[src/rtl/iir1_pkg.sv]
package iir1_pkg;
  parameter int unsigned DATA_W     = 16;
  parameter int unsigned GUARD_W    = 2;
  parameter int unsigned FRAC_W     = 4;
  parameter int unsigned POLE_SHIFT = 2;  // pole = 2^-POLE_SHIFT
  parameter int unsigned ZERO_SHIFT = 1;  // zero = 2^ZERO_SHIFT
endpackage

[src/rtl/iir1_pole.sv]
// State recursion: v_next = x + v * 2^-POLE_SHIFT (positive feedback)
module iir1_pole #(
  parameter int unsigned DATA_W     = 16,
  parameter int unsigned GUARD_W    = 2,
  parameter int unsigned FRAC_W     = 4,
  parameter int unsigned POLE_SHIFT = 2,
  localparam int unsigned STATE_W   = DATA_W + GUARD_W + FRAC_W
) (
  input  logic signed [DATA_W-1:0]  x_i,
  input  logic signed [STATE_W-1:0] v_q_i,
  output logic signed [STATE_W-1:0] v_next_o
);
  logic signed [STATE_W-1:0] x_ext;
  logic signed [STATE_W-1:0] fb;

  assign x_ext    = {{GUARD_W{x_i[DATA_W-1]}}, x_i, {FRAC_W{1'b0}}};
  assign fb       = v_q_i >>> POLE_SHIFT;
  assign v_next_o = x_ext + fb;
endmodule

[src/rtl/iir1_zero.sv]
// Feed-forward tap: acc = v_next - v_q * 2^ZERO_SHIFT
module iir1_zero #(
  parameter int unsigned STATE_W    = 22,
  parameter int unsigned ZERO_SHIFT = 1,
  localparam int unsigned ACC_W     = STATE_W + ZERO_SHIFT + 1
) (
  input  logic signed [STATE_W-1:0] v_next_i,
  input  logic signed [STATE_W-1:0] v_q_i,
  output logic signed [ACC_W-1:0]   acc_o
);
  logic signed [ACC_W-1:0] cur_ext;
  logic signed [ACC_W-1:0] old_ext;

  assign cur_ext = {{(ACC_W-STATE_W){v_next_i[STATE_W-1]}}, v_next_i};
  assign old_ext = {{(ACC_W-STATE_W){v_q_i[STATE_W-1]}}, v_q_i};
  assign acc_o   = cur_ext - (old_ext <<< ZERO_SHIFT);
endmodule

[src/rtl/iir1_sat.sv]
// Drop fraction bits (floor) and clamp to the signed output range
module iir1_sat #(
  parameter int unsigned ACC_W  = 24,
  parameter int unsigned FRAC_W = 4,
  parameter int unsigned DATA_W = 16,
  localparam int unsigned INT_W = ACC_W - FRAC_W
) (
  input  logic signed [ACC_W-1:0]  acc_i,
  output logic signed [DATA_W-1:0] q_o
);
  localparam logic signed [INT_W-1:0] MAX_V =
    {{(INT_W-DATA_W+1){1'b0}}, {(DATA_W-1){1'b1}}};
  localparam logic signed [INT_W-1:0] MIN_V =
    {{(INT_W-DATA_W+1){1'b1}}, {(DATA_W-1){1'b0}}};

  logic signed [INT_W-1:0] whole;
  assign whole = acc_i[ACC_W-1:FRAC_W];

  always_comb begin
    if (whole > MAX_V)      q_o = {1'b0, {(DATA_W-1){1'b1}}};
    else if (whole < MIN_V) q_o = {1'b1, {(DATA_W-1){1'b0}}};
    else                    q_o = whole[DATA_W-1:0];
  end
endmodule

[src/rtl/iir1_pz_section.sv]
module iir1_pz_section
  import iir1_pkg::*;
#(
  parameter int unsigned DW  = DATA_W,
  parameter int unsigned GW  = GUARD_W,
  parameter int unsigned FW  = FRAC_W,
  parameter int unsigned PSH = POLE_SHIFT,
  parameter int unsigned ZSH = ZERO_SHIFT,
  localparam int unsigned SW = DW + GW + FW,
  localparam int unsigned AW = SW + ZSH + 1
) (
  input  logic                 clk_i,
  input  logic                 rst_ni,
  input  logic signed [DW-1:0] x_i,
  input  logic                 x_valid_i,
  output logic signed [DW-1:0] y_o,
  output logic                 y_valid_o
);
  logic signed [SW-1:0] v_q;     // single shared delay element
  logic signed [SW-1:0] v_next;
  logic signed [AW-1:0] acc;
  logic signed [DW-1:0] y_sat;
  logic signed [DW-1:0] y_q;
  logic                 yv_q;

  iir1_pole #(.DATA_W(DW), .GUARD_W(GW), .FRAC_W(FW), .POLE_SHIFT(PSH)) u_pole (
    .x_i      (x_i),
    .v_q_i    (v_q),
    .v_next_o (v_next)
  );

  iir1_zero #(.STATE_W(SW), .ZERO_SHIFT(ZSH)) u_zero (
    .v_next_i (v_next),
    .v_q_i    (v_q),
    .acc_o    (acc)
  );

  iir1_sat #(.ACC_W(AW), .FRAC_W(FW), .DATA_W(DW)) u_sat (
    .acc_i (acc),
    .q_o   (y_sat)
  );

  always_ff @(posedge clk_i or negedge rst_ni) begin
    if (!rst_ni) begin
      v_q  <= '0;
      y_q  <= '0;
      yv_q <= 1'b0;
    end else begin
      yv_q <= x_valid_i;
      if (x_valid_i) begin
        v_q <= v_next;
        y_q <= y_sat;
      end
    end
  end

  assign y_o       = y_q;
  assign y_valid_o = yv_q;
endmodule

[config.mk]
export PLATFORM = sky130hd
export DESIGN_NAME = iir1_pz_section
export DESIGN_NICKNAME = d
export VERILOG_FILES = /design/src/rtl/iir1_pkg.sv /design/src/rtl/iir1_pole.sv /design/src/rtl/iir1_zero.sv /design/src/rtl/iir1_sat.sv /design/src/rtl/iir1_pz_section.sv
export SDC_FILE = /design/constraint.sdc
export NUM_CORES = 1
export LEC_CHECK = 0
export BUFFER_PORTS_ARGS = -buffer_cell sky130_fd_sc_hd__buf_2
export CAP_MARGIN = 40
export CORE_MARGIN = 2
export CORE_UTILIZATION = 50
export DETAILED_ROUTE_END_ITERATION = 7
export PLACE_DENSITY_LB_ADDON = 0.3
export SYNTH_ARGS = -nofsm -noshare
export SYNTH_HDL_FRONTEND = slang
export SYNTH_SLANG_ARGS = --single-unit
[constraint.sdc]
create_clock -name clk_i -period 8.7 [get_ports clk_i]
set_input_delay 1.305 -clock clk_i [delete_from_list [all_inputs] [get_ports clk_i]]
set_output_delay 1.305 -clock clk_i [all_outputs]
set_load 0.01 [all_outputs]
Yosys cells after proc, flatten, opt, wreduce, memory -nomap -nowiden
Index checks and enable logic that the tools add are counted.
{"block": "word_totals", "regBits": 38, "out_inout_bits": 17, "elab_cells": 9}
{"block": "op_classes", "addsub": 2, "n_lt_le_gt_ge": 2, "mux": 2}
{"cell": "2-to-1 mux 16 bit", "count": 2}
{"cell": "subtractor 21 x 22 -> 23 bit", "count": 1}
{"cell": "adder 20 x 19 -> 21 bit", "count": 1}
{"cell": "greater-than comparator 20 x 16 -> 1 bit (second input constant)", "count": 1}
{"cell": "less-than comparator 20 x 16 -> 1 bit (second input constant)", "count": 1}

Longest topological paths before layout
Gate-level depths: netlist (run 1).
{"block": "depth", "depth_word": 5, "mapped_depth": 21}

Modules after synthesis
Synthesis (run 1) repeated with hierarchy kept, for this count alone.
{"block": "unflattened", "cells_unflattened": 427, "area_unflattened_um2": 4088.9}
{"mod": "iir1_pz_section", "n_inst": 1, "cells_per_inst": 81, "area_per_inst_um2": 1517.7, "seq_area_each_um2": 975.9}
{"mod": "iir1_zero", "n_inst": 1, "cells_per_inst": 181, "area_per_inst_um2": 1287.5, "seq_area_each_um2": 0.0}
{"mod": "iir1_pole", "n_inst": 1, "cells_per_inst": 105, "area_per_inst_um2": 813.3, "seq_area_each_um2": 0.0}
{"mod": "iir1_sat", "n_inst": 1, "cells_per_inst": 60, "area_per_inst_um2": 470.5, "seq_area_each_um2": 0.0}

Worst setup path after synthesis (run 1)
No wires, ideal clock.
{"block": "synth_timing", "kind": "input to register", "start": "input x_i[0]", "end": "register y_q[5], in the netlist y_o[5]", "setup_ns": 0.099, "arrival_ns": 5.092, "path_slack_ns": 3.509, "stages": 20, "cell_sequence": "ha_1 > inv_1 > fa_1 > nor2b_1 > o21ai_0 > a21boi_0 > o21ai_0 > a221oi_1 > a211oi_1 > xnor2_1 > ha_1 > a21o_1 > a21oi_1 > o21bai_1 > o21ai_0 > o31ai_1 > a311o_1 > o31a_2 > buf_6 > o311ai_4"}
{"block": "synth_between", "elab_chain_cells": 5, "word_cells_on_any_way": 6, "cone_classes": "add/sub (2); order compare (2); mux (2)"}
{"element": "from (decl)", "line_no": "iir1_pz_section.sv:14", "rtl": "input logic signed [DW-1:0] x_i,"}
{"element": "adder 20 x 19 -> 21 bit (*)", "line_no": "iir1_pole.sv:18", "rtl": "assign v_next_o = x_ext + fb;"}
{"element": "via u_pole.v_next_o[18]", "line_no": "iir1_pole.sv:11", "rtl": "output logic signed [STATE_W-1:0] v_next_o"}
{"element": "subtractor 21 x 22 -> 23 bit (*)", "line_no": "iir1_zero.sv:16", "rtl": "assign acc_o = cur_ext - (old_ext <<< ZERO_SHIFT);"}
{"element": "less-than comparator 20 x 16 -> 1 bit", "line_no": "iir1_sat.sv:21", "rtl": "else if (whole < MIN_V) q_o = {1'b1, {(DATA_W-1){1'b0}}};"}
{"element": "2-to-1 mux 16 bit", "line_no": "iir1_sat.sv:21"}
{"element": "2-to-1 mux 16 bit (*)", "line_no": "iir1_sat.sv:20", "rtl": "if (whole > MAX_V) q_o = {1'b0, {(DATA_W-1){1'b1}}};"}
{"element": "to (signal assigned)", "line_no": "iir1_pz_section.sv:52", "rtl": "y_q <= y_sat;"}
{"element": "to (decl)", "line_no": "iir1_pz_section.sv:23", "rtl": "logic signed [DW-1:0] y_q;"}
The timed path passes the listed nets; every way through them passes the cells marked *.
A chain may end at the register's enable or synchronous reset.

Worst setup path in the final report (run 1)
{"block": "layout_timing", "start": "input x_i[0]", "end": "register y_q[1], in the netlist y_o[1]"}
The elaborated chain is that of the path after synthesis.

==> results of run 1 <==
## registers in the layout (all words and copies together), names as in the netlist
register / cells
v_q: 21
y_valid_o: 1
y_o: 16
## layout by cell type, fill, tap and decap left out, types with 3 or more instances in the layout
master,netlist,layout
sky130_fd_sc_hd__nand2_1,42,42
sky130_fd_sc_hd__dfrtp_1,38,38
sky130_fd_sc_hd__ha_1,36,36
sky130_fd_sc_hd__buf_2,1,35
sky130_fd_sc_hd__inv_1,34,34
sky130_fd_sc_hd__a21oi_1,25,25
sky130_fd_sc_hd__nor2_1,24,24
sky130_fd_sc_hd__o21ai_0,23,23
sky130_fd_sc_hd__xnor2_1,21,21
sky130_fd_sc_hd__a21o_1,10,10
sky130_fd_sc_hd__mux2_2,8,8
sky130_fd_sc_hd__o311ai_2,8,8
sky130_fd_sc_hd__nor2b_1,7,7
sky130_fd_sc_hd__xor2_1,7,7
sky130_fd_sc_hd__nand3_1,6,6
sky130_fd_sc_hd__o311ai_0,5,5
sky130_fd_sc_hd__clkbuf_8,0,5
sky130_fd_sc_hd__nor3_1,4,4
sky130_fd_sc_hd__nand4_1,4,4
sky130_fd_sc_hd__o21a_1,3,3
sky130_fd_sc_hd__or3_1,3,3
sky130_fd_sc_hd__nand2b_1,3,3
sky130_fd_sc_hd__a31oi_1,3,3
sky130_fd_sc_hd__a311o_1,3,3
## worst max path at each step
| stage | from | to | slack (ns) | cells after the start |
|---|---|---|---|---|
| detailed placement | x_i[0] | y_o[1]$_DFFE_PN0P_ | 2.66 | 20 |
| global route | x_i[0] | y_o[1]$_DFFE_PN0P_ | 2.48 | 20 |
| global placement | x_i[0] | y_o[4]$_DFFE_PN0P_ | 2.89 | 20 |
| floorplan | x_i[0] | y_o[5]$_DFFE_PN0P_ | 3.51 | 20 |
| CTS | x_i[0] | y_o[1]$_DFFE_PN0P_ | 2.94 | 20 |
| finish | x_i[0] | y_o[1]$_DFFE_PN0P_ | 2.95 | 20 |
## routing by layer
| metal | track usage | share of wire |
|---|---|---|
| met1 | 0.284 | 0.51 |
| met3 | 0.0256 | 0.035 |
| met2 | 0.305 | 0.44 |
| met4 | 0.0491 | 0.011 |
| met5 | 0 | 0 |
## critical path: cells and delay by family
| family | cells | cell delay (ns) |
|---|---|---|
| adder cells (fa/ha/maj) | 3 | 0.93 |
| AO/OA/AOI/OAI | 12 | 3.07 |
| buffers and inverters | 2 | 0.14 |
| AND/OR/NAND/NOR | 2 | 0.25 |
| XOR/XNOR | 1 | 0.16 |
## through the flow
stage / util / setup slack [ns] / hold slack (ns) / std cells / instance area (um2)
2_1_floorplan: - / 3.51 / 0.472 / 365 / 3230
3_3_place_gp: 0.545 / 2.89 / 0.477 / 465 / 3440
3_5_place_dp: 0.553 / 2.66 / 0.480 / 467 / 3490
4_1_cts: 0.575 / 2.94 / 0.499 / 475 / 3630
5_1_grt: 0.575 / 2.48 / 0.517 / 475 / 3630
6_report: 0.575 / 2.95 / 0.487 / 475 / 3630
## final cells by class
class	count	area, um2
tap	77	96.3
inverter	34	128
multi-input combinational	281	2090
clock inverter	3	68.8
clock buffer	5	68.8
timing repair buffer	37	223
sequential	38	951
fill	599	2690
## cells by family (layout without fill, tap and decap cells)
group,after synthesis,in the layout,share of synthesized area
muxes,9,9,0.0310
xor gates and xnor gates,28,28,0.0759
adders and majority gates,37,37,0.146
and+or+nand+nor,100,100,0.144
AOI/OAI and AO/OA,107,107,0.251
DFF,38,38,0.294
buffers and inverters,46,79,0.0577
==> results.json, run 1 <==
{
  "cts_max_path_buffers": 2,
  "fp-row-count": 29,
  "grt_overflow": 0,
  "ys_top_cells_by_area": "sky130_fd_sc_hd__dfrtp_1 (29%), sky130_fd_sc_hd__ha_1 (14%), sky130_fd_sc_hd__xnor2_1 (5.7%)",
  "grt_pass1_wl_um": 11500,
  "post-synth-top-area-cell": "sky130_fd_sc_hd__dfrtp_1",
  "design.core.area_um2": 6310,
  "htreeDepth": 2,
  "synth_common_cells": "sky130_fd_sc_hd__nand2_1 (42), sky130_fd_sc_hd__dfrtp_1 (38), sky130_fd_sc_hd__ha_1 (36), sky130_fd_sc_hd__inv_1 (34), sky130_fd_sc_hd__a21oi_1 (25)",
  "cts.repair_timing.setup_buffer_count": 0,
  "worst-setup-path-type": "input pin to register",
  "place.port_buffers": 35,
  "report.final.setup_viol": 0,
  "synthArstFlopShare": 1.00,
  "antenna_violations_before_repair": 0,
  "arrival_time_at_the_worst_endpoint_ns": 5.86,
  "detailedRoute.firstPassIterationCount": 4,
  "yosys_register_bits": 38,
  "timing.final.crit_period_ns": 5.75,
  "tritoncts": "done",
  "tritoncts.num_buffers": 5,
  "synthesis.nets": 421,
  "post-route-period-util": 0.661,
  "slew_headroom": 0.515,
  "end_kind": "register",
  "drt.antenna.violating_nets": 0,
  "first_global_vias": 2540,
  "synth_enable_flop_cells": 0,
  "max_stage_delay_ns": 0.64,
  "areaGrowthSynthToFinish_pct": 12.3,
  "max_clock_freq_mhz": 174,
  "finalMaxSlewViolations": 0,
  "finish.net_count": 453,
  "setup_tns_ns": 0,
  "count_leader_synth": "sky130_fd_sc_hd__nand2_1",
  "synth.distinct_cells": 58,
  "syn_inst": 365,
  "timing.rr.end": "y_o[1]$_DFFE_PN0P_",
  "yosys.area.top_type_share": 0.294,
  "dieArea_um2": 7120,
  "via_count": 2649,
  "place_congestion": 0.853,
  "crit_path_frequent_cell": "sky130_fd_sc_hd__a21oi_1",
  "drcViolationCount": 0,
  "first_drt_iteration_drcs": 199,
  "worst-slew-pin-transition_ns": 0.727,
  "grt_start_max_net_pins": 39,
  "status": "finished, final reports clean",
  "holdCritPathClass": "register to register",
  "rsz_0062_raised_after_global_routing": "no",
  "cts_hold_buffers": 0,
  "maxCapViolations": 0,
  "worst_clock_skew_ns": 0.0125,
  "holdPathEnd": "y_o[15]$_DFFE_PN0P_",
  "detail_route.wirelength_um": 6630,
  "synth_ff_type": "sky130_fd_sc_hd__dfrtp_1",
  "worst_ep_required_time_ns": 8.81,
  "syn-mean-instance-area_um2": 8.85,
  "numClockSinks": 38,
  "clk-insertion-delay-late_ns": 0.30,
  "min-delay-start": "y_o[15]$_DFFE_PN0P_",
  "yosys_warnings": 0,
  "die_width_um": 84.4,
  "sequential_cell_area_fraction_in_the_yosys_report": 0.294,
  "worst_hold_path.num_cells": 2,
  "crit_fanout": 15,
  "drive_gt1_frac": 0.171,
  "floorplan.io_pins": 36,
  "globalRouteTotalUtil": 0.194,
  "critical_path.cell_chain": "buf_2 -> ha_1 -> inv_1 -> fa_1 -> nor2b_1 -> o21ai_0 -> a21boi_0 -> o21ai_0 -> a221oi_1 -> a21oi_1 -> xnor2_1 -> ha_1 -> a21oi_1 -> nand2_1 -> a21oi_1 -> o21a_1 -> o211ai_1 -> o22ai_1 -> a311o_1 -> o311ai_0",
  "root_buffer": "sky130_fd_sc_hd__clkbuf_8",
  "antenna_cells": 0,
  "wl_per_cell_um": 14.0,
  "detailed_place_hpwl_um": 5150,
  "timing.critical_path.from_type": "input pin",
  "cp_slowest_cell": "sky130_fd_sc_hd__a311o_1",
  "hold_violations": 0,
  "ctsResizeCount": 0,
  "drt-vias-per-instance": 5.58,
  "regToRegSetupSlack_ns": 3.67,
  "die-height_um": 84.4,
  "synth.cell_area_um2": 3230,
  "worst_r2r_path_depth": 19,
  "regToRegStartpoint": "v_q[6]$_DFFE_PN0P_",
  "initial_utilization": 0.511,
  "path_clk_slew_ns": 0.08
}
Power of run 1 is not shown: default switching activity piles up to over one toggle a cycle in this logic, so the estimate is an artifact.
==> inputs of run 2 (changes only) <==
==> constraint.sdc (replaced) <==
create_clock -name clk_i -period 5.4 [get_ports clk_i]
set_input_delay 0.81 -clock clk_i [delete_from_list [all_inputs] [get_ports clk_i]]
set_output_delay 0.81 -clock clk_i [all_outputs]
set_load 0.01 [all_outputs]
==> run 2 against run 1 <==
Count of clock-buffer cells in the layout stayed put. Worst hold slack got worse by 0.032 ns. Non-clock buffer count up 1. Setup slack lost 2.5 ns. Design area is 0.28% higher. Die area did not move. Register-to-register slack got worse by 3.0 ns. Clock skew down 0.0091 ns. Wire length increased by 4.1%. Sequential share of layout area down 0.072 points. Final cell count increased by 0.21%. Critical endpoint is now y_o[0]$_DFFE_PN0P_.
==> results.json, run 2 (synthesis results as in run 1) <==
{
  "die-height_um": 84.4,
  "detailedRoute.firstPassIterationCount": 4,
  "post-route-period-util": 0.920,
  "cts.repair_timing.setup_buffer_count": 0,
  "report.final.setup_viol": 0,
  "hold_violations": 0,
  "worst-path-stages": 20,
  "crit_family": "compound AO/OA/AOI/OAI gates",
  "regMostFlops": "v_q",
  "crit_fanout": 15,
  "placedInstanceArea_um2": 3520,
  "crit_start": "x_i[0]",
  "slew_headroom": 0.540,
  "die_width_um": 84.4,
  "globalRouteTotalUtil": 0.202,
  "final_common_cell": "sky130_fd_sc_hd__nand2_1",
  "setup_tns_ns": 0,
  "status": "finished, final reports clean",
  "regToRegSetupSlack_ns": 0.65,
  "end_kind": "register",
  "fp-row-count": 29,
  "grt_pass1_wl_um": 12000,
  "drive_gt1_frac": 0.175,
  "max_clock_freq_mhz": 201,
  "initial_utilization": 0.511,
  "worstPathBufferInverterCount": 2,
  "final_design_area_excluding_fillers_um2": 3640,
  "grt_overflow": 0,
  "path_clk_slew_ns": 0.08,
  "via_count": 2654,
  "arrival_time_at_the_worst_endpoint_ns": 5.16,
  "worst_r2r_path_depth": 19,
  "crit_path_end": "y_o[0]$_DFFE_PN0P_",
  "critical_path.cell_chain": "buf_2 -> ha_1 -> inv_1 -> fa_1 -> nor2b_1 -> o21ai_0 -> a21boi_1 -> o21ai_0 -> nor2b_1 -> o21ai_0 -> xor2_1 -> ha_1 -> a21oi_1 -> o21ai_0 -> a41oi_1 -> a21oi_2 -> nor2b_4 -> a311o_1 -> o31a_2 -> o311ai_0",
  "timing.final.crit_period_ns": 4.97,
  "regToRegStartpoint": "v_q[6]$_DFFE_PN0P_",
  "areaGrowthSynthToFinish_pct": 12.6,
  "antenna_cells": 0,
  "multi_input_comb_area_um2": 2100,
  "worst-setup-path-type": "input pin to register",
  "worst_clock_skew_ns": 0.00343,
  "worst-slew-pin-transition_ns": 0.690,
  "max_stage_delay_ns": 0.51,
  "maxCapViolations": 0,
  "worst_ep_required_time_ns": 5.59,
  "finalMaxSlewViolations": 0,
  "crit_path_frequent_cell": "sky130_fd_sc_hd__o21ai_0",
  "cts_hold_buffers": 0,
  "tritoncts.num_buffers": 5,
  "cts_max_path_buffers": 2,
  "clk-insertion-delay-late_ns": 0.30,
  "holdCritPathClass": "input pin to asynchronous set/reset pin",
  "detailed_place_hpwl_um": 5200,
  "htreeDepth": 2,
  "timing.rr.end": "y_o[0]$_DFFE_PN0P_",
  "floorplan.io_pins": 36,
  "mostFrequentLayoutCells": "sky130_fd_sc_hd__nand2_1 (42), sky130_fd_sc_hd__dfrtp_1 (38), sky130_fd_sc_hd__ha_1 (36)",
  "finish.net_count": 454,
  "fillers": 579,
  "place.port_buffers": 35,
  "place_congestion": 0.860,
  "drt.antenna.violating_nets": 0,
  "rsz_0062_raised_after_global_routing": "no",
  "drcViolationCount": 0,
  "grt_start_max_net_pins": 39,
  "first_global_vias": 2603,
  "regArea_um2": 951,
  "detail_route.wirelength_um": 6900,
  "design.core.area_um2": 6310,
  "root_buffer": "sky130_fd_sc_hd__clkbuf_8",
  "numClockSinks": 38,
  "first_drt_iteration_drcs": 143,
  "tritoncts": "done",
  "ctsResizeCount": 0,
  "antenna_violations_before_repair": 0,
  "drt-vias-per-instance": 5.58,
  "timing.critical_path.from_type": "input pin",
  "wl_per_cell_um": 14.5,
  "largest_register_ffs": 21,
  "cp_slowest_cell": "sky130_fd_sc_hd__o31a_2",
  "dieArea_um2": 7120
}
## run 2: worst min-delay path by stage
stage                     endpoint
5_1_grt         v_q[8]$_DFFE_PN0P_
6_report        v_q[8]$_DFFE_PN0P_
3_3_place_gp   y_o[15]$_DFFE_PN0P_
3_5_place_dp   y_o[14]$_DFFE_PN0P_
2_1_floorplan   v_q[1]$_DFFE_PN0P_
4_1_cts         v_q[8]$_DFFE_PN0P_
## run 2: stage by stage
stage | cells | util | setup slack [ns] | hold WS [ns]
2_1_floorplan | 365 | - | 0.704 | 0.472
3_3_place_gp | 466 | 0.548 | 0.197 | 0.477
3_5_place_dp | 468 | 0.557 | 0.0723 | 0.481
4_1_cts | 476 | 0.575 | 0.329 | 0.478
5_1_grt | 476 | 0.576 | 0.0326 | 0.481
6_report | 476 | 0.576 | 0.431 | 0.455
## run 2: layout make-up
class | instances | area share
Timing Repair Buffer | 38 | 0.0688
Multi-Input combinational cell | 281 | 0.577
Clock inverter | 3 | 0.0124
Sequential cell | 38 | 0.261
Inverter | 34 | 0.0351
Clock buffer | 5 | 0.0189
Tap cell | 77 | 0.0265
## run 2: metal layers
metal,track usage,part of all wire
met1,0.294,0.52
met2,0.323,0.42
met3,0.0226,0.039
met4,0.0476,0.011
met5,0,0
## run 2: worst reg2reg max path, delay by kind of cell, from the launching register on
family	cells	cell delay, ns
compound gates	11	2.63
fa+ha+maj	3	0.91
xor+xnor	1	0.23
simple gates	3	0.48
flops	1	0.36
buf+inv	1	0.06
Power of run 2 is left out for the same reason.
==> inputs of run 3 (changes only) <==
--- a/config.mk
+++ b/config.mk
@@ -8,7 +8,7 @@
 export BUFFER_PORTS_ARGS = -buffer_cell sky130_fd_sc_hd__buf_2
 export CAP_MARGIN = 40
 export CORE_MARGIN = 2
-export CORE_UTILIZATION = 50
+export CORE_UTILIZATION = 45
 export DETAILED_ROUTE_END_ITERATION = 7
 export PLACE_DENSITY_LB_ADDON = 0.3
 export SYNTH_ARGS = -nofsm -noshare
==> run 3 against run 2 <==
Die area is 11% higher. Clock skew is 0.0088 ns higher. Register-to-register slack better by 0.02 ns. Final cell count is 4.0% higher. Sequential share of layout area is 0.12 points lower. Design area is 0.45% higher. Wire length is 2.2% lower. Via count is 1.7% higher. Fmax is 0.44% higher. Critical endpoint is now y_o[2]$_DFFE_PN0P_.
==> results.json, run 3 (synthesis results as in run 1) <==
{
  "first_global_vias": 2517,
  "end_kind": "register",
  "mostFrequentLayoutCells": "sky130_fd_sc_hd__nand2_1 (42), sky130_fd_sc_hd__dfrtp_1 (38), sky130_fd_sc_hd__ha_1 (36)",
  "crit_family": "compound AO/OA/AOI/OAI gates",
  "antenna_cells": 0,
  "cts.repair_timing.setup_buffer_count": 0,
  "hold_slack_ns": 0.297,
  "die-height_um": 88.7,
  "regToRegStartpoint": "v_q[6]$_DFFE_PN0P_",
  "worst-slew-pin-transition_ns": 0.704,
  "first_drt_iteration_drcs": 205,
  "post-route-period-util": 0.916,
  "detail_route.wirelength_um": 6750,
  "detailed_place_hpwl_um": 5280,
  "path_clk_slew_ns": 0.09,
  "largest_register_ffs": 21,
  "critical_path.cell_chain": "buf_2 -> ha_1 -> inv_1 -> fa_1 -> nor2b_1 -> o21ai_0 -> a21boi_1 -> o21ai_0 -> nor2b_1 -> o21ai_0 -> xor2_1 -> ha_1 -> nand2_1 -> o21ai_0 -> and2b_1 -> a21oi_2 -> nor4_1 -> a311o_1 -> o31a_2 -> o311ai_0",
  "drt-vias-per-instance": 5.45,
  "finalMaxSlewViolations": 0,
  "final_common_cell": "sky130_fd_sc_hd__nand2_1",
  "tritoncts": "done",
  "timing.critical_path.from_type": "input pin",
  "hold_violations": 0,
  "worst_r2r_path_depth": 19,
  "timing.rr.end": "y_o[2]$_DFFE_PN0P_",
  "cp_slowest_cell": "sky130_fd_sc_hd__o31a_2",
  "drcViolationCount": 0,
  "tritoncts.num_buffers": 5,
  "crit_fanout": 15,
  "fillers": 651,
  "globalRouteTotalUtil": 0.185,
  "drt.antenna.violating_nets": 0,
  "status": "finished, final reports clean",
  "dieArea_um2": 7870,
  "grt_overflow": 0,
  "place_congestion": 0.920,
  "htreeDepth": 2,
  "root_buffer": "sky130_fd_sc_hd__clkbuf_8",
  "grt_pass1_wl_um": 11600,
  "placedCellCount": 487,
  "max_clock_freq_mhz": 202,
  "worst-setup-path-type": "input pin to register",
  "rsz_0062_raised_after_global_routing": "no",
  "finish.cell_count_without_fillers": 495,
  "cts_max_path_buffers": 2,
  "floorplan.io_pins": 36,
  "antenna_violations_before_repair": 0,
  "worst_clock_skew_ns": 0.0123,
  "crit_path_frequent_cell": "sky130_fd_sc_hd__o21ai_0",
  "worstPathBufferInverterCount": 2,
  "initial_utilization": 0.470,
  "maxCapViolations": 0,
  "drive_gt1_frac": 0.175,
  "regToRegSetupSlack_ns": 0.67,
  "numClockSinks": 38,
  "fp-row-count": 30,
  "grt_start_max_net_pins": 39,
  "finish.net_count": 454,
  "worst_ep_required_time_ns": 5.58,
  "setup_tns_ns": 0,
  "report.final.setup_viol": 0,
  "holdCritPathClass": "input pin to asynchronous set/reset pin",
  "arrival_time_at_the_worst_endpoint_ns": 5.12,
  "timing.final.crit_period_ns": 4.95,
  "die_width_um": 88.7,
  "slew_headroom": 0.531,
  "place.port_buffers": 35,
  "wl_per_cell_um": 13.6,
  "max_stage_delay_ns": 0.50,
  "regMostFlops": "v_q",
  "design.core.area_um2": 6870,
  "via_count": 2700,
  "detailedRoute.firstPassIterationCount": 4,
  "clk-insertion-delay-late_ns": 0.30,
  "areaGrowthSynthToFinish_pct": 13.1
}
[run 3: per-layer routing]
layer  vias to the layer above  track usage  share of wire
met2                        66        0.277           0.42
met1                      1244        0.273           0.52
li1                       1381            -              -
met5                         -            0              0
met4                         0       0.0620          0.014
met3                         9       0.0243          0.045
[run 3: layout make-up]
class | count | area [um2] | area share
inverters | 34 | 128 | 0.0349
clock buffers | 5 | 68.8 | 0.0188
clock inverters | 3 | 45.0 | 0.0123
flip-flops and latches | 38 | 951 | 0.260
multi-input cells | 281 | 2100 | 0.574
well taps | 96 | 120 | 0.0329
repair buffers | 38 | 243 | 0.0664
[run 3: worst max-delay path by stage]
| stage | from | to | cells past startpoint |
|---|---|---|---|
| 2_1_floorplan | x_i[0] | y_o[5]$_DFFE_PN0P_ | 20 |
| 3_3_place_gp | x_i[0] | y_o[1]$_DFFE_PN0P_ | 20 |
| 3_5_place_dp | x_i[0] | y_o[2]$_DFFE_PN0P_ | 20 |
| 4_1_cts | x_i[0] | y_o[2]$_DFFE_PN0P_ | 20 |
| 5_1_grt | x_i[0] | y_o[2]$_DFFE_PN0P_ | 20 |
| 6_report | x_i[0] | y_o[2]$_DFFE_PN0P_ | 20 |
[run 3: repair_timing]
item	CTS	global route
endpoints found under the hold margin	0	0
endpoints found under the setup margin	0	15
resized for setup	0	3
hold buffers	0	0
[run 3: metrics by stage]
step                       util  area (um2)  setup WS [ns]
after floorplan               -        3230          0.704
after global placement    0.507        3490          0.180
after detailed placement  0.514        3530         0.0414
after CTS                 0.531        3650          0.330
after global routing      0.532        3650         0.0401
final                     0.532        3650          0.453
Power of run 3 is left out for the same reason.
